## config.mk

```make
export PLATFORM = sky130hd
export DESIGN_NAME = sd_cmd_sequencer
export DESIGN_NICKNAME = d
export VERILOG_FILES = /design/src/rtl/sd_cmd_pkg.sv /design/src/rtl/sd_crc7.sv /design/src/rtl/sd_cmd_shifter.sv /design/src/rtl/sd_gap_timer.sv /design/src/rtl/sd_rsp_capture.sv /design/src/rtl/sd_cmd_sequencer.sv
export SDC_FILE = /design/constraint.sdc
export NUM_CORES = 1
export LEC_CHECK = 0
export BUFFER_PORTS_ARGS = -buffer_cell sky130_fd_sc_hd__buf_2
export CAP_MARGIN = 20
export CORE_ASPECT_RATIO = 2
export CORE_UTILIZATION = 45
export DETAILED_ROUTE_END_ITERATION = 10
export HOLD_SLACK_MARGIN = 0.1
export PLACE_DENSITY_LB_ADDON = 0.25
export REMOVE_ABC_BUFFERS = 1
export SLEW_MARGIN = 30
export SYNTH_ARGS = -nofsm -noshare
export SYNTH_HDL_FRONTEND = slang
export SYNTH_SLANG_ARGS = --single-unit
```

## constraint.sdc

```tcl
create_clock -name clk -period 3.2 [get_ports clk]
set_clock_uncertainty 0.1 [all_clocks]
set_input_delay 0.32 -clock clk [delete_from_list [all_inputs] [get_ports clk]]
set_output_delay 0.32 -clock clk [all_outputs]
set_load 0.01 [all_outputs]
```

## src/rtl/sd_cmd_pkg.sv

```systemverilog
package sd_cmd_pkg;

  typedef enum logic [1:0] {
    ST_IDLE,
    ST_SEND,
    ST_RSP,
    ST_GAP
  } seq_state_e;

  typedef enum logic [1:0] {
    RX_OFF,
    RX_WAIT,
    RX_RECV
  } rx_phase_e;

  localparam int CRC_W = 7;

endpackage

```

## src/rtl/sd_crc7.sv

```systemverilog
module sd_crc7 #(
  parameter int W = 40
) (
  input  logic [W-1:0] data,
  output logic [6:0]   crc
);

  // Serial CRC7 (x^7 + x^3 + 1), zero start, message fed MSB first.
  always_comb begin
    logic [6:0] c;
    logic       fb;
    c = '0;
    for (int i = W - 1; i >= 0; i--) begin
      fb = data[i] ^ c[6];
      c  = {c[5:0], 1'b0};
      if (fb) c = c ^ 7'h09;
    end
    crc = c;
  end

endmodule

```

## src/rtl/sd_cmd_shifter.sv

```systemverilog
module sd_cmd_shifter #(
  parameter int LEN = 48
) (
  input  logic           clk,
  input  logic           rst_n,
  input  logic           load,
  input  logic           shift,
  input  logic [LEN-1:0] frame_in,
  output logic           bit_out,
  output logic           last
);

  localparam int CW = $clog2(LEN);

  logic [LEN-1:0] sh_q, sh_d;
  logic [CW-1:0]  cnt_q, cnt_d;

  always_comb begin
    sh_d  = sh_q;
    cnt_d = cnt_q;
    if (load) begin
      sh_d  = frame_in;
      cnt_d = CW'(LEN - 1);
    end else if (shift) begin
      sh_d = {sh_q[LEN-2:0], 1'b0};
      if (cnt_q != '0) cnt_d = cnt_q - CW'(1);
    end
  end

  always_ff @(posedge clk or negedge rst_n) begin
    if (!rst_n) begin
      sh_q  <= '0;
      cnt_q <= '0;
    end else begin
      sh_q  <= sh_d;
      cnt_q <= cnt_d;
    end
  end

  assign bit_out = sh_q[LEN-1];
  assign last    = (cnt_q == '0);

  // a new frame is only loaded once the previous one has fully left
  a_r2_no_reload_mid_frame: assert property (@(posedge clk) disable iff (!rst_n)
    load |-> last);

endmodule

```

## src/rtl/sd_gap_timer.sv

```systemverilog
module sd_gap_timer #(
  parameter int MAXV = 8
) (
  input  logic                       clk,
  input  logic                       rst_n,
  input  logic                       load,
  input  logic [$clog2(MAXV+1)-1:0]  load_val,
  output logic                       zero
);

  localparam int GW = $clog2(MAXV + 1);

  logic [GW-1:0] cnt_q, cnt_d;

  always_comb begin
    cnt_d = cnt_q;
    if (load)               cnt_d = load_val;
    else if (cnt_q != '0)   cnt_d = cnt_q - GW'(1);
  end

  always_ff @(posedge clk or negedge rst_n) begin
    if (!rst_n) cnt_q <= '0;
    else        cnt_q <= cnt_d;
  end

  assign zero = (cnt_q == '0);

  // spacing loads never exceed the configured maximum
  a_r10_load_in_range: assert property (@(posedge clk) disable iff (!rst_n)
    load |-> (load_val <= GW'(MAXV)));

  // a running count reaches zero one step at a time
  a_r11_no_skip: assert property (@(posedge clk) disable iff (!rst_n)
    (!zero && !load) |=> (cnt_q < $past(cnt_q)));

endmodule

```

## src/rtl/sd_rsp_capture.sv

```systemverilog
module sd_rsp_capture
  import sd_cmd_pkg::*;
#(
  parameter int SHORT_LEN = 48,
  parameter int LONG_LEN  = 136,
  parameter int N_ID      = 5,
  parameter int TURN      = 2,
  parameter int TMO       = 64
) (
  input  logic                clk,
  input  logic                rst_n,
  input  logic                arm,
  input  logic                id_mode,
  input  logic                long_rsp,
  input  logic                line_in,
  output logic                finish,
  output logic                finish_tmo,
  output logic                rsp_valid,
  output logic                rsp_timeout,
  output logic                rsp_crc_err,
  output logic [LONG_LEN-1:0] rsp_frame
);

  localparam int KW = $clog2(TMO + 1);
  localparam int RW = $clog2(LONG_LEN);

  rx_phase_e           phase_q, phase_d;
  logic [KW-1:0]       k_q, k_d;
  logic [RW-1:0]       rcnt_q, rcnt_d;
  logic [LONG_LEN-2:0] sh_q, sh_d;
  logic                long_q, long_d;
  logic                id_q, id_d;
  logic                valid_d, tmo_d, crc_d;
  logic [LONG_LEN-1:0] frame_d;

  logic [KW-1:0]       lo;
  logic                start_ok;
  logic [LONG_LEN-1:0] nf;
  logic [CRC_W-1:0]    crc_calc;
  logic                crc_mis;

  assign lo         = id_q ? KW'(N_ID) : KW'(TURN);
  assign start_ok   = (phase_q == RX_WAIT) && (k_q > lo) && !line_in;
  assign finish_tmo = (phase_q == RX_WAIT) && !start_ok && (k_q == KW'(TMO));
  assign finish     = finish_tmo || ((phase_q == RX_RECV) && (rcnt_q == '0));
  assign nf         = {sh_q, line_in};

  sd_crc7 #(.W(SHORT_LEN - 8)) u_chk (
    .data (nf[SHORT_LEN-1:8]),
    .crc  (crc_calc)
  );

  assign crc_mis = (crc_calc != nf[7:1]);

  always_comb begin
    phase_d = phase_q;
    k_d     = k_q;
    rcnt_d  = rcnt_q;
    sh_d    = sh_q;
    long_d  = long_q;
    id_d    = id_q;
    valid_d = 1'b0;
    tmo_d   = rsp_timeout;
    crc_d   = rsp_crc_err;
    frame_d = rsp_frame;
    unique case (phase_q)
      RX_OFF: begin
        if (arm) begin
          phase_d = RX_WAIT;
          k_d     = KW'(1);
          long_d  = long_rsp;
          id_d    = id_mode;
        end
      end
      RX_WAIT: begin
        if (start_ok) begin
          phase_d = RX_RECV;
          rcnt_d  = long_q ? RW'(LONG_LEN - 2) : RW'(SHORT_LEN - 2);
          sh_d    = '0;
        end else if (finish_tmo) begin
          phase_d = RX_OFF;
          valid_d = 1'b1;
          tmo_d   = 1'b1;
          crc_d   = 1'b0;
          frame_d = '0;
        end else begin
          k_d = k_q + KW'(1);
        end
      end
      RX_RECV: begin
        sh_d = nf[LONG_LEN-2:0];
        if (rcnt_q == '0) begin
          phase_d = RX_OFF;
          valid_d = 1'b1;
          tmo_d   = 1'b0;
          frame_d = nf;
          crc_d   = !id_q && !long_q && crc_mis;
        end else begin
          rcnt_d = rcnt_q - RW'(1);
        end
      end
      default: phase_d = RX_OFF;
    endcase
  end

  always_ff @(posedge clk or negedge rst_n) begin
    if (!rst_n) begin
      phase_q     <= RX_OFF;
      k_q         <= '0;
      rcnt_q      <= '0;
      sh_q        <= '0;
      long_q      <= 1'b0;
      id_q        <= 1'b0;
      rsp_valid   <= 1'b0;
      rsp_timeout <= 1'b0;
      rsp_crc_err <= 1'b0;
      rsp_frame   <= '0;
    end else begin
      phase_q     <= phase_d;
      k_q         <= k_d;
      rcnt_q      <= rcnt_d;
      sh_q        <= sh_d;
      long_q      <= long_d;
      id_q        <= id_d;
      rsp_valid   <= valid_d;
      rsp_timeout <= tmo_d;
      rsp_crc_err <= crc_d;
      rsp_frame   <= frame_d;
    end
  end

  // the result strobe lasts a single cycle
  a_r6_single_pulse: assert property (@(posedge clk) disable iff (!rst_n)
    rsp_valid |=> !rsp_valid);

  // a timeout result carries no frame and no CRC error
  a_r8_timeout_clean: assert property (@(posedge clk) disable iff (!rst_n)
    (rsp_valid && rsp_timeout) |-> (!rsp_crc_err && (rsp_frame == '0)));

  // long replies never report a CRC error
  a_r7_long_unchecked: assert property (@(posedge clk) disable iff (!rst_n)
    (finish && !finish_tmo && long_q) |=> !rsp_crc_err);

  // the receiver is never armed while it is already busy
  a_r4_arm_when_off: assert property (@(posedge clk) disable iff (!rst_n)
    arm |-> (phase_q == RX_OFF));

endmodule

```

## src/rtl/sd_cmd_sequencer.sv

```systemverilog
module sd_cmd_sequencer
  import sd_cmd_pkg::*;
#(
  parameter int IDX_W     = 6,
  parameter int ARG_W     = 32,
  parameter int SHORT_LEN = 48,
  parameter int LONG_LEN  = 136,
  parameter int N_ID      = 5,
  parameter int N_RC      = 8,
  parameter int N_CC      = 8,
  parameter int TURN      = 2,
  parameter int TMO       = 64,
  parameter int ADDR_IDX  = 3
) (
  input  logic                clk,
  input  logic                rst_n,
  input  logic                req_valid,
  output logic                req_ready,
  input  logic [IDX_W-1:0]    req_index,
  input  logic [ARG_W-1:0]    req_arg,
  input  logic                req_rsp,
  input  logic                req_long,
  output logic                cmd_out,
  output logic                cmd_oe,
  input  logic                cmd_in,
  output logic                push_pull,
  output logic                rsp_valid,
  output logic                rsp_timeout,
  output logic                rsp_crc_err,
  output logic [LONG_LEN-1:0] rsp_frame
);

  localparam int CMD_LEN  = IDX_W + ARG_W + CRC_W + 3;
  localparam int CRC_SPAN = CMD_LEN - CRC_W - 1;
  localparam int GAP_MAX  = (N_RC > N_CC) ? N_RC : N_CC;
  localparam int GW       = $clog2(GAP_MAX + 1);

  seq_state_e       state_q, state_d;
  logic [IDX_W-1:0] idx_q, idx_d;
  logic             rsp_q, rsp_d;
  logic             long_q, long_d;
  logic             pp_q, pp_d;

  logic               accept;
  logic [CRC_W-1:0]   cmd_crc;
  logic [CMD_LEN-1:0] frame;
  logic               ser_bit, ser_last, ser_shift;
  logic               arm;
  logic               gap_load, gap_zero;
  logic [GW-1:0]      gap_val;
  logic               rx_finish, rx_tmo;

  assign accept    = (state_q == ST_IDLE) && req_valid;
  assign req_ready = (state_q == ST_IDLE);
  assign push_pull = pp_q;

  sd_crc7 #(.W(CRC_SPAN)) u_cmd_crc (
    .data ({2'b01, req_index, req_arg}),
    .crc  (cmd_crc)
  );

  assign frame = {2'b01, req_index, req_arg, cmd_crc, 1'b1};

  assign ser_shift = (state_q == ST_SEND);

  sd_cmd_shifter #(.LEN(CMD_LEN)) u_tx (
    .clk      (clk),
    .rst_n    (rst_n),
    .load     (accept),
    .shift    (ser_shift),
    .frame_in (frame),
    .bit_out  (ser_bit),
    .last     (ser_last)
  );

  assign arm = (state_q == ST_SEND) && ser_last && rsp_q;

  sd_rsp_capture #(
    .SHORT_LEN (SHORT_LEN),
    .LONG_LEN  (LONG_LEN),
    .N_ID      (N_ID),
    .TURN      (TURN),
    .TMO       (TMO)
  ) u_rx (
    .clk         (clk),
    .rst_n       (rst_n),
    .arm         (arm),
    .id_mode     (!pp_q),
    .long_rsp    (long_q),
    .line_in     (cmd_in),
    .finish      (rx_finish),
    .finish_tmo  (rx_tmo),
    .rsp_valid   (rsp_valid),
    .rsp_timeout (rsp_timeout),
    .rsp_crc_err (rsp_crc_err),
    .rsp_frame   (rsp_frame)
  );

  sd_gap_timer #(.MAXV(GAP_MAX)) u_gap (
    .clk      (clk),
    .rst_n    (rst_n),
    .load     (gap_load),
    .load_val (gap_val),
    .zero     (gap_zero)
  );

  // Next-state logic
  always_comb begin
    state_d  = state_q;
    idx_d    = idx_q;
    rsp_d    = rsp_q;
    long_d   = long_q;
    pp_d     = pp_q;
    gap_load = 1'b0;
    gap_val  = GW'(N_CC - 2);
    unique case (state_q)
      ST_IDLE: begin
        if (req_valid) begin
          state_d = ST_SEND;
          idx_d   = req_index;
          rsp_d   = req_rsp;
          long_d  = req_long;
        end
      end
      ST_SEND: begin
        if (ser_last) begin
          if (rsp_q) begin
            state_d = ST_RSP;
          end else begin
            state_d  = ST_GAP;
            gap_load = 1'b1;
            gap_val  = GW'(N_CC - 2);
          end
        end
      end
      ST_RSP: begin
        if (rx_finish) begin
          state_d  = ST_GAP;
          gap_load = 1'b1;
          gap_val  = rx_tmo ? GW'(N_CC - 2) : GW'(N_RC - 2);
          if (!rx_tmo && !pp_q && (idx_q == IDX_W'(ADDR_IDX))) pp_d = 1'b1;
        end
      end
      ST_GAP: begin
        if (gap_zero) state_d = ST_IDLE;
      end
      default: state_d = ST_IDLE;
    endcase
  end

  // Line drive
  always_comb begin
    unique case (state_q)
      ST_SEND: begin
        cmd_out = ser_bit;
        cmd_oe  = pp_q | ~ser_bit;
      end
      ST_RSP: begin
        cmd_out = 1'b1;
        cmd_oe  = 1'b0;
      end
      default: begin
        cmd_out = 1'b1;
        cmd_oe  = pp_q;
      end
    endcase
  end

  // Registers
  always_ff @(posedge clk or negedge rst_n) begin
    if (!rst_n) begin
      state_q <= ST_IDLE;
      idx_q   <= '0;
      rsp_q   <= 1'b0;
      long_q  <= 1'b0;
      pp_q    <= 1'b0;
    end else begin
      state_q <= state_d;
      idx_q   <= idx_d;
      rsp_q   <= rsp_d;
      long_q  <= long_d;
      pp_q    <= pp_d;
    end
  end

  // in open-drain mode the host only ever pulls low
  a_r3_open_drain_low_only: assert property (@(posedge clk) disable iff (!rst_n)
    (!push_pull && cmd_oe) |-> !cmd_out);

  // the host keeps off the wire while the card may answer
  a_r4_released_while_listening: assert property (@(posedge clk) disable iff (!rst_n)
    (state_q == ST_RSP) |-> (!cmd_oe && cmd_out));

  // after accepting, the block is busy on the next cycle
  a_r2_busy_after_accept: assert property (@(posedge clk) disable iff (!rst_n)
    (req_valid && req_ready) |=> !req_ready);

  // push-pull mode never reverts without reset
  a_r9_mode_sticky: assert property (@(posedge clk) disable iff (!rst_n)
    push_pull |=> push_pull);

  // no return to idle while spacing is still running
  a_r10_gap_held: assert property (@(posedge clk) disable iff (!rst_n)
    (state_q == ST_GAP && !gap_zero) |=> !req_ready);

endmodule

```

[After elaboration in Yosys (flattened, before gate mapping)]
Cells that the tools add are included.
Operators by class
  add/sub/neg operators: 4
  multiplexer cells: 129
  shifts and indexed selects: 0
  reductions and logical operators: 41
  multipliers: 0
  div/mod/pow operators: 0
  bitwise operators: 154
  $lt $le $gt $ge: 1
  equal/unequal tests: 20
Operators with widths (count)
  two-way mux 136 bit: 3
  two-way mux 4 bit: 80
  case mux 136 bit (2 select lines): 1
  case mux 135 bit (2 select lines): 1
  inverter 2 bit: 76
  two-way mux 135 bit: 1
  two-way mux 48 bit: 2
  bitwise XOR 1 bit: 70
  two-way mux 8 bit: 3
  two-way mux 7 bit: 3
  inequality test 2 bit, second input constant: 10
  two-way mux 6 bit: 3
  two-way mux 2 bit: 8
  case mux 8 bit (2 select lines): 1
  two-way mux 1 bit: 14
  case mux 7 bit (2 select lines): 1
  logical AND 1 bit: 12
  AND reduction 4 bit: 3
  case mux 1 bit (2 select lines): 5
  nonzero test 2 bit: 5
  AND reduction 3 bit: 3
  logical NOT 8 bit: 1
  case mux 2 bit (4 select lines): 1
  AND reduction 2 bit: 4
  other kinds (24): 38
Storage, ports and cells
  input bits: 44
  flip-flop bits (word level): 362
  memories kept: 0
  bits in latches: 0
  word-level logic and storage cells: 367
  ROM bits: 0
  bits in writable memories: 0

[Depth between registers and ports, before layout]
Gate-level depths: netlist (run 1).
  word-level depth: 83
  depth in mapped cells: 13
  depth with buffers taken out: 11

[Modules after synthesis]
A second synthesis (run 1) with hierarchy kept.
Second synthesis, totals
  cells, all modules: 1511
  area total of the unflattened synthesis: 16970.0 um2
Modules (own cells, without submodules)
  sd_rsp_capture: cells an instance 1064, seq. area each 7332.0 um2, area each 11582.4 um2, times used 1
  sd_cmd_shifter: cells an instance 249, seq. area each 1351.3 um2, area each 2583.7 um2, times used 1
  sd_crc7: cells an instance 60, seq. area each 0.0 um2, area each 989.7 um2, times used 2
  sd_cmd_sequencer: cells an instance 56, seq. area each 275.3 um2, area each 590.6 um2, times used 1
  sd_gap_timer: cells an instance 22, seq. area each 100.1 um2, area each 234.0 um2, times used 1

[Worst setup path before layout (run 1)]
No wires, ideal clock.
  path type: reg-to-reg
  start: reg u_rx.sh_q[44]
  end: reg u_rx.rsp_crc_err
  setup slack: 0.244 ns
  data arrival time: 2.730 ns
  period minus slack after synthesis: 2.956 ns
  library setup time: 0.126 ns
  stages on the path, launching flop included: 10
  buffers on the path: 0
  path through: dfrtp_1 > xnor3_2 > xnor3_2 > xnor3_2 > xnor2_4 > xor2_2 > nand3_1 > a211o_1 > a211oi_1 > o21ai_1
On the way
  longest elaborated chain between the ends: 38
  elaborated cells between the ends (all ways): 97
Ends and longest elaborated chain
  from (decl): line sd_rsp_capture.sv:30  | logic [LONG_LEN-2:0] sh_q, sh_d;
  from (signal assigned): line sd_rsp_capture.sv:111  | sh_q <= '0;
  from (signal assigned): line sd_rsp_capture.sv:122  | sh_q <= sh_d;
  bitwise XOR 1 bit *: line sd_crc7.sv:14  | fb = data[i] ^ c[6];
  two-way mux 4 bit *: line sd_crc7.sv:16  | if (fb) c = c ^ 7'h09;
  two-way mux 4 bit (2 in a row): line sd_crc7.sv:16
  inverter 2 bit (no source line)
  two-way mux 4 bit: line sd_crc7.sv:16
  bitwise XOR 1 bit: line sd_crc7.sv:14
  two-way mux 4 bit (3 in a row): line sd_crc7.sv:16
  inverter 2 bit (no source line)
  (+17 left out)
  inverter 2 bit (no source line)
  two-way mux 4 bit: line sd_crc7.sv:16
  bitwise XOR 1 bit: line sd_crc7.sv:14
  two-way mux 4 bit (3 in a row): line sd_crc7.sv:16
  inequality test 7 bit *: line sd_rsp_capture.sv:53  | assign crc_mis = (crc_calc != nf[7:1]);
  logical AND 1 bit *: line sd_rsp_capture.sv:97  | crc_d = !id_q && !long_q && crc_mis;
  two-way mux 1 bit *: line sd_rsp_capture.sv:92  | if (rcnt_q == '0) begin
  case mux 1 bit (2 select lines) *: line sd_rsp_capture.sv:66  | unique case (phase_q)
  to (signal assigned): line sd_rsp_capture.sv:127  | rsp_crc_err <= crc_d;
  to (decl): line sd_rsp_capture.sv:20  | output logic rsp_crc_err,
Mark *: on every way between the ends. The rest lies on a longest branch, timed or not. The select of a mux whose other input is x is not followed.
A chain may end at the register's enable or synchronous reset.

[Worst setup path after layout (run 1)]
  start: reg u_rx.sh_q[36]
  end: reg u_rx.rsp_crc_err
On the way
  longest elaborated chain between the ends: 31
  elaborated cells between the ends (all ways): 73
Ends and longest elaborated chain (line)
  bitwise XOR 1 bit *: sd_crc7.sv:14
  two-way mux 4 bit *: sd_crc7.sv:16
  two-way mux 4 bit (2 in a row): sd_crc7.sv:16
  inverter 2 bit (no source line)
  two-way mux 4 bit: sd_crc7.sv:16
  bitwise XOR 1 bit: sd_crc7.sv:14
  two-way mux 4 bit (3 in a row): sd_crc7.sv:16
  inverter 2 bit (no source line)
  (+11 left out)
  inverter 2 bit (no source line)
  two-way mux 4 bit: sd_crc7.sv:16
  bitwise XOR 1 bit: sd_crc7.sv:14
  two-way mux 4 bit (2 in a row): sd_crc7.sv:16
  inequality test 7 bit *: sd_rsp_capture.sv:53
  logical AND 1 bit *: sd_rsp_capture.sv:97
  two-way mux 1 bit *: sd_rsp_capture.sv:92
  case mux 1 bit (2 select lines) *: sd_rsp_capture.sv:66
Marks and branches as above.

==> results.json, run 1 <==
{
  "i_o_pin_cnt": 187,
  "max-slew-margin-rel": 0.512,
  "worst_margin_pin_slew_ps": 732,
  "largest_net_degree_at_the_start_of_global_routing": 135,
  "power.clock.fraction": 0.343,
  "synth.lib_cells_used.distinct": 49,
  "min_path_type": "primary input to register",
  "finalCriticalPeriod_ps": 3040,
  "rr_endpoint": "u_rx.rsp_crc_err$_DFFE_PN0P_",
  "drc": 0,
  "hold-path-cell-count": 5,
  "min_period_over_period": 0.951,
  "maxCapViolations": 0,
  "synth-edff-count": 0,
  "seq_power_share": 0.455,
  "critPathRequiredTime_ps": 3500,
  "total_number_of_clock_tree_sinks": 362,
  "post-cts-setup-buffer-count": 0,
  "power.combinational.fraction": 0.202,
  "core-area_mm2": 0.0350,
  "crit_arrival_ps": 3350,
  "port-buffer-count": 186,
  "grt.overflow.total": 0,
  "synthTopCellsByArea": "sky130_fd_sc_hd__dfrtp_1 (57%), sky130_fd_sc_hd__nand2_1 (7.8%), sky130_fd_sc_hd__a22o_1 (7.5%)",
  "clk_latency_ps": 520,
  "power.switching_fraction": 0.279,
  "grt_antenna_before_repair": 0,
  "synth_largest_area_cell": "sky130_fd_sc_hd__dfrtp_1",
  "antenna_violating_nets_post_route": 0,
  "fin_tns_setup_ps": 0,
  "synthesized_flop_and_latch_total": 362,
  "dp_hpwl_um": 24800,
  "clockBufferDepth": 3,
  "power_density_mw_per_mm2": 608,
  "clock_tree.htree_level_count": 2,
  "grt_usage": 0.217,
  "first_iter_violations": 551,
  "worst-r2r-setup-slack_ps": 160,
  "endpoint_kind": "register",
  "worst_r2r_startpoint": "u_rx.sh_q[36]$_DFFE_PN0P_",
  "worstSetupStartpointType": "register",
  "grt_setup_unrepaired": "false",
  "grt_pass1_vias": 12100,
  "placement_rows": 97,
  "initial_core_util": 0.456,
  "power_report.internal_total_mw": 8.33,
  "cp_max_fo": 3,
  "power.switching_mw": 3.22,
  "fp.dieW_um": 135,
  "max_freq_ghz": 0.329,
  "drv_slew": 0,
  "clkSlewWorstSetupHoldPaths_ps": 60,
  "synthCells": 1497,
  "commonest_cells_after_routing_fill_and_taps_aside": "sky130_fd_sc_hd__dfrtp_1 (361), sky130_fd_sc_hd__nand2_1 (329), sky130_fd_sc_hd__buf_2 (185), sky130_fd_sc_hd__nand3_1 (150), sky130_fd_sc_hd__a22o_1 (136)",
  "postSynth.topFlopCell": "sky130_fd_sc_hd__dfrtp_1",
  "synthDominantCellAreaShare": 0.568,
  "antenna-diode-count": 0,
  "gp_congestion": 0.853,
  "area.growth.synth_to_final_pct": 19.1,
  "fin_hold_viols": 0,
  "yosys_warnings": 0,
  "worstHoldEndpoint": "u_tx.sh_q[47]$_DFFE_PN0P_",
  "yosysSeqAreaShare": 0.568,
  "first_pass_grt_wire_length_um": 62400,
  "p_leak_nw": 9.91,
  "vdd_ir_drop_max_uv": 699,
  "synth_area_mm2": 0.0159,
  "layout.nets": 1754,
  "cts_root_buffer_type": "sky130_fd_sc_hd__clkbuf_16",
  "drt-vias-per-instance": 5.41,
  "setup_violations": 0,
  "die_footprint_mm2": 0.0362,
  "cts_buffers": 34,
  "drt_first_pass_iters": 5,
  "filler_cell_count": 3102,
  "synth-async-reset-ratio": 1.00,
  "post-layout-total-power_mw": 11.5,
  "syn_area_per_cell_um2": 10.7,
  "final_layout_size_suffix_gt1_frac": 0.166,
  "drt-total-wl_um": 38000,
  "height_of_the_die_um": 268,
  "most_common_cell_after_layout_fill_and_taps_aside": "sky130_fd_sc_hd__dfrtp_1",
  "critical_path_type": "register to register",
  "routedWlPerCell_um": 17.6,
  "worstHoldStart": "req_valid",
  "vias": 11700,
  "cts_tree": "built",
  "r2r.worst_path.cells": 9,
  "status": "completed"
}
## power by group through the flow
| stage | logic [mW] | clock network, mW | registers, mW |
|---|---|---|---|
| after floorplan | 1.83 | 0 | 5.25 |
| final | 2.33 | 3.97 | 5.25 |
| after global routing | 2.61 | 4.23 | 5.29 |
| after CTS | 2.36 | 4.07 | 5.25 |
| after detailed placement | 2.31 | 0 | 5.34 |
| after global placement | 2.25 | 0 | 5.32 |
## layer usage
layer,part of all wire,GRT usage,routed length (um),up-vias
met5,0,0,0,-
met2,0.55,0.402,21000,288
met1,0.38,0.247,14300,5834
met4,0.030,0.0768,1140,0
li1,-,-,-,5510
met3,0.041,0.0343,1560,77
## registers in the layout, indices dropped and copies added (netlist names)
name	cells
idx_q	6
long_q	1
push_pull	1
rsp_q	1
state_q	2
u_gap.cnt_q	4
u_rx.id_q	1
u_rx.k_q	7
u_rx.long_q	1
u_rx.phase_q	2
u_rx.rcnt_q	8
u_rx.rsp_crc_err	1
u_rx.rsp_frame	136
u_rx.rsp_timeout	1
u_rx.rsp_valid	1
u_rx.sh_q	135
u_tx.cnt_q	6
u_tx.sh_q	48
## critical path, stage by stage, from the launching register on
cell and delay [ps]:
sky130_fd_sc_hd__dfrtp_1 390, sky130_fd_sc_hd__xnor3_2 380, sky130_fd_sc_hd__xnor3_2 410, sky130_fd_sc_hd__xnor3_2 460, sky130_fd_sc_hd__xnor2_4 220, sky130_fd_sc_hd__xor2_2 180, sky130_fd_sc_hd__nand3_1 100, sky130_fd_sc_hd__a211o_1 300
sky130_fd_sc_hd__a211oi_1 260, sky130_fd_sc_hd__o21ai_1 110
## layout make-up
cell class | instances | area [um2] | area share
Timing Repair Buffer | 258 | 1700 | 0.0895
Multi-Input combinational cell | 1016 | 6510 | 0.343
Clock buffer | 51 | 996 | 0.0524
Tap cell | 445 | 557 | 0.0293
Sequential cell | 362 | 9060 | 0.477
Clock inverter | 8 | 78.8 | 0.00415
Inverter | 23 | 86.3 | 0.00455
## logic make-up (layout without fill, tap and decap cells)
group / count (synthesis) / in the layout / share of synthesized area
buffers and inverters: 119 / 340 / 0.0281
multiplexers: 49 / 49 / 0.0309
AND/OR/NAND/NOR: 571 / 571 / 0.153
XOR/XNOR: 144 / 144 / 0.0982
flip-flops: 362 / 362 / 0.568
AO/OA/AOI/OAI: 237 / 237 / 0.111
adder cells (fa/ha/maj): 15 / 15 / 0.0118
## metrics by stage
stage | instances | cell area [um2] | hold WS, ps | setup slack [ps] | util
2_1_floorplan | 1401 | 15600 | -75.6 | -5840 | -
3_3_place_gp | 2062 | 17500 | 294 | 203 | 0.500
3_5_place_dp | 2062 | 17500 | 302 | 142 | 0.500
4_1_cts | 2163 | 19000 | 310 | 135 | 0.543
5_1_grt | 2163 | 19000 | 376 | 13.0 | 0.543
6_report | 2163 | 19000 | 321 | 158 | 0.543
## how the worst max path moves through the flow
stage	startpoint	end	slack, ps	cells after the start
after floorplan	u_rx.phase_q[0]$_DFFE_PN0P_	u_rx.sh_q[100]$_DFFE_PN0P_	-5840	5
after global placement	u_rx.sh_q[44]$_DFFE_PN0P_	u_rx.rsp_crc_err$_DFFE_PN0P_	200	9
after detailed placement	u_rx.sh_q[41]$_DFFE_PN0P_	u_rx.rsp_crc_err$_DFFE_PN0P_	140	9
after CTS	u_rx.sh_q[45]$_DFFE_PN0P_	u_rx.rsp_crc_err$_DFFE_PN0P_	130	9
after global routing	u_rx.sh_q[44]$_DFFE_PN0P_	u_rx.rsp_crc_err$_DFFE_PN0P_	10	9
final	u_rx.sh_q[36]$_DFFE_PN0P_	u_rx.rsp_crc_err$_DFFE_PN0P_	160	9
## cells in the mapped netlist (all sizes together), types with 3 or more instances
cell	n
dfrtp	362
nand2	330
nand3	150
a22o	136
xnor2	92
clkbuf	79
nor2	50
mux2i	47
a21oi	46
xor2	33
o21ai	30
inv	23
buf	17
xnor3	16
ha	15
nor3	11
nor2b	5
or3	5
and3	4
o22ai	4
nand2b	3
nand4	3
nor3b	3
o31ai	3
or4	3
xor3	3
## timing repair
action / CTS / global route
hold endpoints to repair: 131 / 0
hold buffers: 42 / 0
resized for setup: 0 / 3
endpoints found under the setup margin: 0 / 1
Note: power is estimated with default switching activity, not from simulation.
==> run 2: changes to the inputs <==
--- a/config.mk
+++ b/config.mk
@@ -10,9 +10,9 @@
 export CORE_ASPECT_RATIO = 2
 export CORE_UTILIZATION = 45
 export DETAILED_ROUTE_END_ITERATION = 10
+export GPL_TIMING_DRIVEN = 0
 export HOLD_SLACK_MARGIN = 0.1
-export PLACE_DENSITY_LB_ADDON = 0.25
-export REMOVE_ABC_BUFFERS = 1
+export PLACE_DENSITY = 0.65
 export SLEW_MARGIN = 30
 export SYNTH_ARGS = -nofsm -noshare
 export SYNTH_HDL_FRONTEND = slang
==> results.json, run 2 (synthesis gave the netlist of run 1 again) <==
{
  "status": "completed",
  "die_footprint_mm2": 0.0362,
  "final_layout_size_suffix_gt1_frac": 0.174,
  "worstSetupStartpointType": "register",
  "cts_tree": "built",
  "critical-path-top-cell-by-count": "sky130_fd_sc_hd__xnor3_2",
  "fin_area_mm2": 0.0194,
  "r2r.worst_path.cells": 10,
  "post_layout_nonfiller_instances": 2245,
  "power.switching_mw": 3.30,
  "layout.nets": 1835,
  "first_iter_violations": 439,
  "clkSlewWorstSetupHoldPaths_ps": 70,
  "initial_core_util": 0.456,
  "finalHoldWorstSlack_ps": 111,
  "total_number_of_clock_tree_sinks": 362,
  "power.clock.fraction": 0.366,
  "grt.overflow.total": 0,
  "antenna_violating_nets_post_route": 0,
  "power.switching_fraction": 0.275,
  "max-slew-margin-rel": 0.490,
  "height_of_the_die_um": 268,
  "reg.largest.list": "u_rx.rsp_frame x136, u_rx.sh_q x135, u_tx.sh_q x48",
  "drt-total-wl_um": 39300,
  "fp.dieW_um": 135,
  "max_freq_ghz": 0.317,
  "drv_slew": 0,
  "hold-path-cell-count": 3,
  "clock_tree.htree_level_count": 2,
  "maxCapViolations": 0,
  "grt_usage": 0.222,
  "largest_net_degree_at_the_start_of_global_routing": 90,
  "routedWlPerCell_um": 17.5,
  "power_report.internal_total_mw": 8.71,
  "port-buffer-count": 186,
  "largest_register": "u_rx.rsp_frame",
  "most_common_cell_after_layout_fill_and_taps_aside": "sky130_fd_sc_hd__dfrtp_1",
  "worst_margin_pin_slew_ps": 765,
  "largest_reg_flops": 136,
  "drt-vias-per-instance": 5.29,
  "clockBufferDepth": 3,
  "first_pass_grt_wire_length_um": 62800,
  "min_period_over_period": 0.986,
  "core-area_mm2": 0.0350,
  "cts_buffers": 34,
  "dp_hpwl_um": 28400,
  "vdd_ir_drop_max_uv": 664,
  "crit_path_max_cell_delay_ps": 470,
  "antenna-diode-count": 0,
  "grt_antenna_before_repair": 0,
  "p_leak_nw": 10.1,
  "fin_hold_viols": 0,
  "dpl-instance-area_mm2": 0.0176,
  "drt_first_pass_iters": 5,
  "finalCriticalPeriod_ps": 3160,
  "synth.net_count": 1556,
  "drc": 0,
  "commonest_cells_after_routing_fill_and_taps_aside": "sky130_fd_sc_hd__dfrtp_1 (359), sky130_fd_sc_hd__nand2_1 (330), sky130_fd_sc_hd__buf_2 (188), sky130_fd_sc_hd__nand3_1 (149), sky130_fd_sc_hd__a22o_1 (136)",
  "grt_pass1_vias": 12200,
  "setup_violations": 0,
  "seq_power_share": 0.437,
  "post-place-cells": 2133,
  "area.growth.synth_to_final_pct": 21.8,
  "gp_congestion": 0.854,
  "vias": 11900,
  "critical_path.slowest_cell": "sky130_fd_sc_hd__xnor3_2",
  "critical_path_type": "register to register",
  "clk_latency_ps": 530,
  "i_o_pin_cnt": 187,
  "endpoint_kind": "register",
  "power.combinational.fraction": 0.197,
  "min_path_type": "primary input to register",
  "crit_arrival_ps": 3460,
  "placement_rows": 97,
  "fin_tns_setup_ps": 0,
  "power_density_mw_per_mm2": 618,
  "critPathRequiredTime_ps": 3510,
  "cts_root_buffer_type": "sky130_fd_sc_hd__clkbuf_16",
  "path_cells": "xnor3_2 > xnor3_2 > xnor3_2 > xnor2_4 > xor2_2 > buf_4 > nor3_1 > o211ai_1 > a211oi_2 > o21ai_1",
  "cp_max_fo": 4
}
[run 2: cell types whose count changed in the layout (fill, tap and decap cells not counted), moves of 5 or more]
cell / change
sky130_fd_sc_hd__buf_12: -9
sky130_fd_sc_hd__bufinv_16: +5
sky130_fd_sc_hd__clkbuf_1: +50
sky130_fd_sc_hd__buf_4: -7
sky130_fd_sc_hd__clkbuf_2: +21
sky130_fd_sc_hd__buf_1: +9
[run 2: worst paths after layout]
kind                                                      from                        endpoint  slack [ps]
worst max register to register       u_rx.sh_q[40]$_DFFE_PN0P_    u_rx.rsp_crc_err$_DFFE_PN0P_          40
worst min-delay path                                    cmd_in        u_rx.sh_q[0]$_DFFE_PN0P_         110
max in group asynchronous                                rst_n  u_rx.rsp_frame[14]$_DFFE_PN0P_        1620
min in group asynchronous                                rst_n  u_rx.rsp_frame[84]$_DFFE_PN0P_         210
worst min register to register  u_rx.rsp_frame[34]$_DFFE_PN0P_  u_rx.rsp_frame[34]$_DFFE_PN0P_         360
worst max-delay path                 u_rx.sh_q[40]$_DFFE_PN0P_    u_rx.rsp_crc_err$_DFFE_PN0P_          40
[run 2: area by class of cell]
type | count | area, um2
repair buffers | 246 | 1580
clock inverters | 19 | 267
well taps | 445 | 557
flip-flops and latches | 362 | 9060
inverters | 23 | 86.3
multi-input cells | 1016 | 6540
plain buffers | 93 | 389
fillers | 3110 | 15500
clock buffers | 41 | 948
[run 2: power by group through the flow]
stage,sequential [mW],clock (mW),combinational [mW]
floorplan,5.25,0,1.80
global placement,5.32,0,2.26
detailed placement,5.34,0,2.33
CTS,5.25,4.50,2.38
global route,5.29,4.66,2.63
finish,5.25,4.40,2.36
[run 2: critical path, delay by kind of cell (launching register included)]
family	cells	cell delay, ps
AOI/OAI and AO/OA	3	510
xor gates and xnor gates	5	1670
buffers and inverters	1	160
DFF	1	410
and+or+nand+nor	1	210
[run 2: per-stage QoR]
| step | power (mW) | utilization | setup slack, ps |
|---|---|---|---|
| after floorplan | 7.06 | - | 244 |
| after global placement | 7.58 | 0.499 | -5140 |
| after detailed placement | 7.67 | 0.503 | -696 |
| after CTS | 12.1 | 0.552 | 0.482 |
| after global routing | 12.6 | 0.556 | -51.5 |
| final | 12.0 | 0.556 | 43.7 |
[run 2: layer usage]
layer  GRT usage  part of all wire  vias to the layer above  wire length (um)
met1       0.229              0.36                     5865             14200
met5           0                 0                        -                 0
met4      0.0954             0.036                        0              1430
li1            -                 -                     5686                 -
met2       0.435              0.57                      234             22500
met3      0.0306             0.030                       84              1190
[run 2: what timing repair did]
action / 4_1_cts / 5_1_grt
endpoints found under the hold margin: 202 / 0
buffers inserted: 4 / 10
setup endpoints to repair: 273 / 178
hold buffers: 41 / 0
resized for setup: 16 / 36
pin swaps: 3 / 7
==> run 3: changes to the inputs <==
--- a/config.mk
+++ b/config.mk
@@ -5,14 +5,16 @@
 export SDC_FILE = /design/constraint.sdc
 export NUM_CORES = 1
 export LEC_CHECK = 0
-export BUFFER_PORTS_ARGS = -buffer_cell sky130_fd_sc_hd__buf_2
 export CAP_MARGIN = 20
+export CELL_PAD_IN_SITES_DETAIL_PLACEMENT = 1
+export CELL_PAD_IN_SITES_GLOBAL_PLACEMENT = 1
 export CORE_ASPECT_RATIO = 2
 export CORE_UTILIZATION = 45
 export DETAILED_ROUTE_END_ITERATION = 10
+export DONT_BUFFER_PORTS = 1
 export GPL_TIMING_DRIVEN = 0
 export HOLD_SLACK_MARGIN = 0.1
-export PLACE_DENSITY = 0.65
+export PLACE_DENSITY = 0.73
 export SLEW_MARGIN = 30
 export SYNTH_ARGS = -nofsm -noshare
 export SYNTH_HDL_FRONTEND = slang
==> results.json, run 3 (synthesis gave the netlist of run 1 again) <==
{
  "grt_usage": 0.242,
  "most_common_cell_after_layout_fill_and_taps_aside": "sky130_fd_sc_hd__dfrtp_1",
  "critPathRequiredTime_ps": 3550,
  "layout.nets": 1640,
  "filler_cell_count": 3783,
  "fin_hold_viols": 362,
  "cts_root_buffer_type": "sky130_fd_sc_hd__clkbuf_16",
  "endpoint_kind": "register",
  "power.switching_fraction": 0.276,
  "area.growth.synth_to_final_pct": 15.2,
  "p_leak_nw": 9.08,
  "height_of_the_die_um": 268,
  "drt_first_pass_iters": 4,
  "drt-total-wl_um": 43000,
  "fin_area_mm2": 0.0184,
  "final_layout_size_suffix_gt1_frac": 0.0841,
  "first_iter_violations": 415,
  "dp_hpwl_um": 29900,
  "clock_tree.htree_level_count": 2,
  "power.clock.fraction": 0.366,
  "grt_antenna_before_repair": 0,
  "grt.overflow.total": 0,
  "maxCapViolations": 0,
  "worst_slack_ps": 98.8,
  "area_of_combinational_cells_with_multiple_inputs_mm2": 0.00659,
  "routedWlPerCell_um": 21.0,
  "total_number_of_clock_tree_sinks": 362,
  "grt_pass1_vias": 12700,
  "first_pass_grt_wire_length_um": 67800,
  "power_density_mw_per_mm2": 648,
  "largest_register": "u_rx.rsp_frame",
  "seq_power_share": 0.443,
  "drt-vias-per-instance": 5.58,
  "cts_hold_repair.buffers": 41,
  "post-place-cells": 1943,
  "failed_checks": "hold timing",
  "i_o_pin_cnt": 187,
  "fp.dieW_um": 135,
  "port-buffer-count": 0,
  "largest_net_degree_at_the_start_of_global_routing": 363,
  "antenna_violating_nets_post_route": 0,
  "commonest_cells_after_routing_fill_and_taps_aside": "sky130_fd_sc_hd__dfrtp_1 (356), sky130_fd_sc_hd__nand2_1 (330), sky130_fd_sc_hd__nand3_1 (149), sky130_fd_sc_hd__a22o_1 (136), sky130_fd_sc_hd__xnor2_1 (84)",
  "clkSlewWorstSetupHoldPaths_ps": 60,
  "min_path_type": "primary input to asynchronous set/reset pin",
  "max-slew-margin-rel": 0.396,
  "cts_tree": "built",
  "drc": 0,
  "critical_path_type": "register to register",
  "post_layout_nonfiller_instances": 2050,
  "clockBufferDepth": 3,
  "dp_worst_setup_slack_ps": -813,
  "placement_rows": 97,
  "reg.largest.list": "u_rx.rsp_frame x136, u_rx.sh_q x135, u_tx.sh_q x48",
  "vias": 11400,
  "power_report.internal_total_mw": 8.61,
  "finalHoldWorstSlack_ps": -598,
  "core-area_mm2": 0.0350,
  "finalCriticalPeriod_ps": 3100,
  "max_freq_ghz": 0.322,
  "power.combinational.fraction": 0.191,
  "worst_margin_pin_slew_ps": 907,
  "power.switching_mw": 3.29,
  "status": "complete, but fails checks",
  "drv_slew": 0,
  "vdd_ir_drop_max_uv": 598,
  "crit_arrival_ps": 3450,
  "cp_max_fo": 10,
  "dpl-instance-area_mm2": 0.0165,
  "antenna-diode-count": 0,
  "gp_congestion": 0.815,
  "die_footprint_mm2": 0.0362,
  "ff_latch_area_mm2": 0.00907,
  "clk_latency_ps": 530,
  "min_period_over_period": 0.969,
  "cts_buffers": 34,
  "initial_core_util": 0.456,
  "largest_reg_flops": 136,
  "synth.net_count": 1556,
  "setup_violations": 0,
  "worstSetupStartpointType": "register"
}
==> run 3: cell count changes in the layout (fill, tap and decap cells not counted), sizes merged <==
cell,change
buf,-188
clkbuf,-6
clkinv,+2
bufinv,-1
clkinvlp,-1
inv,-1
==> run 3: routing by layer <==
layer	vias up	GRT usage	wire length, um
met5	-	0	0
met4	0	0.111	1900
met3	105	0.0385	1650
met2	234	0.478	24800
met1	5822	0.240	14600
li1	5277	-	-
==> run 3: critical path, stage by stage (launching register included) <==
cell and delay [ps]:
sky130_fd_sc_hd__dfrtp_1 440, sky130_fd_sc_hd__ha_1 330, sky130_fd_sc_hd__nor2b_1 140, sky130_fd_sc_hd__o21ai_0 150, sky130_fd_sc_hd__a32oi_1 120, sky130_fd_sc_hd__o31ai_4 380
sky130_fd_sc_hd__nor2_1 210, sky130_fd_sc_hd__o21ai_4 290, sky130_fd_sc_hd__buf_4 250, sky130_fd_sc_hd__clkbuf_1 400, sky130_fd_sc_hd__a22o_1 220
==> run 3: final timing paths <==
path	start	slack (ps)	endpoint	depth (start not counted)
min	rst_n	-600	u_rx.rsp_frame[17]$_DFFE_PN0P_	0
min reg2reg	idx_q[1]$_DFFE_PN0P_	370	idx_q[1]$_DFFE_PN0P_	2
min in group clk	req_valid	190	u_tx.sh_q[3]$_DFFE_PN0P_	4
max	u_rx.id_q$_DFFE_PN0P_	100	u_rx.sh_q[131]$_DFFE_PN0P_	10
max in group asynchronous	rst_n	2850	idx_q[1]$_DFFE_PN0P_	0
max reg2reg	u_rx.id_q$_DFFE_PN0P_	100	u_rx.sh_q[131]$_DFFE_PN0P_	10
==> run 3: final cells by class <==
type	instances	area share
multi-input cells	1016	0.359
flip-flops and latches	362	0.493
plain buffers	94	0.0221
clock inverters	18	0.0122
clock buffers	42	0.0529
repair buffers	50	0.0260
well taps	445	0.0303
inverters	23	0.00470
==> run 3: per-stage QoR <==
stage	TNS [ps]	hold slack (ps)	utilization	power [mW]
2_1_floorplan	0	-75.6	-	7.06
3_3_place_gp	-223030	-58.0	0.472	7.43
3_5_place_dp	-136640	-58.7	0.473	7.56
4_1_cts	0	-618	0.522	12.0
5_1_grt	-130	-625	0.526	12.5
6_report	0	-598	0.526	11.9
==> run 3: power by group through the flow <==
stage / clock network (mW) / registers (mW) / logic [mW]
2_1_floorplan: 0 / 5.25 / 1.80
3_3_place_gp: 0 / 5.31 / 2.12
3_5_place_dp: 0 / 5.34 / 2.21
4_1_cts: 4.46 / 5.26 / 2.27
5_1_grt: 4.63 / 5.31 / 2.53
6_report: 4.36 / 5.27 / 2.27
==> run 3: repair_timing <==
action	4_1_cts	5_1_grt
pin swaps	5	7
endpoints found under the hold margin	412	362
buffers inserted	3	5
endpoints found under the setup margin	278	226
gates resized for setup	40	30
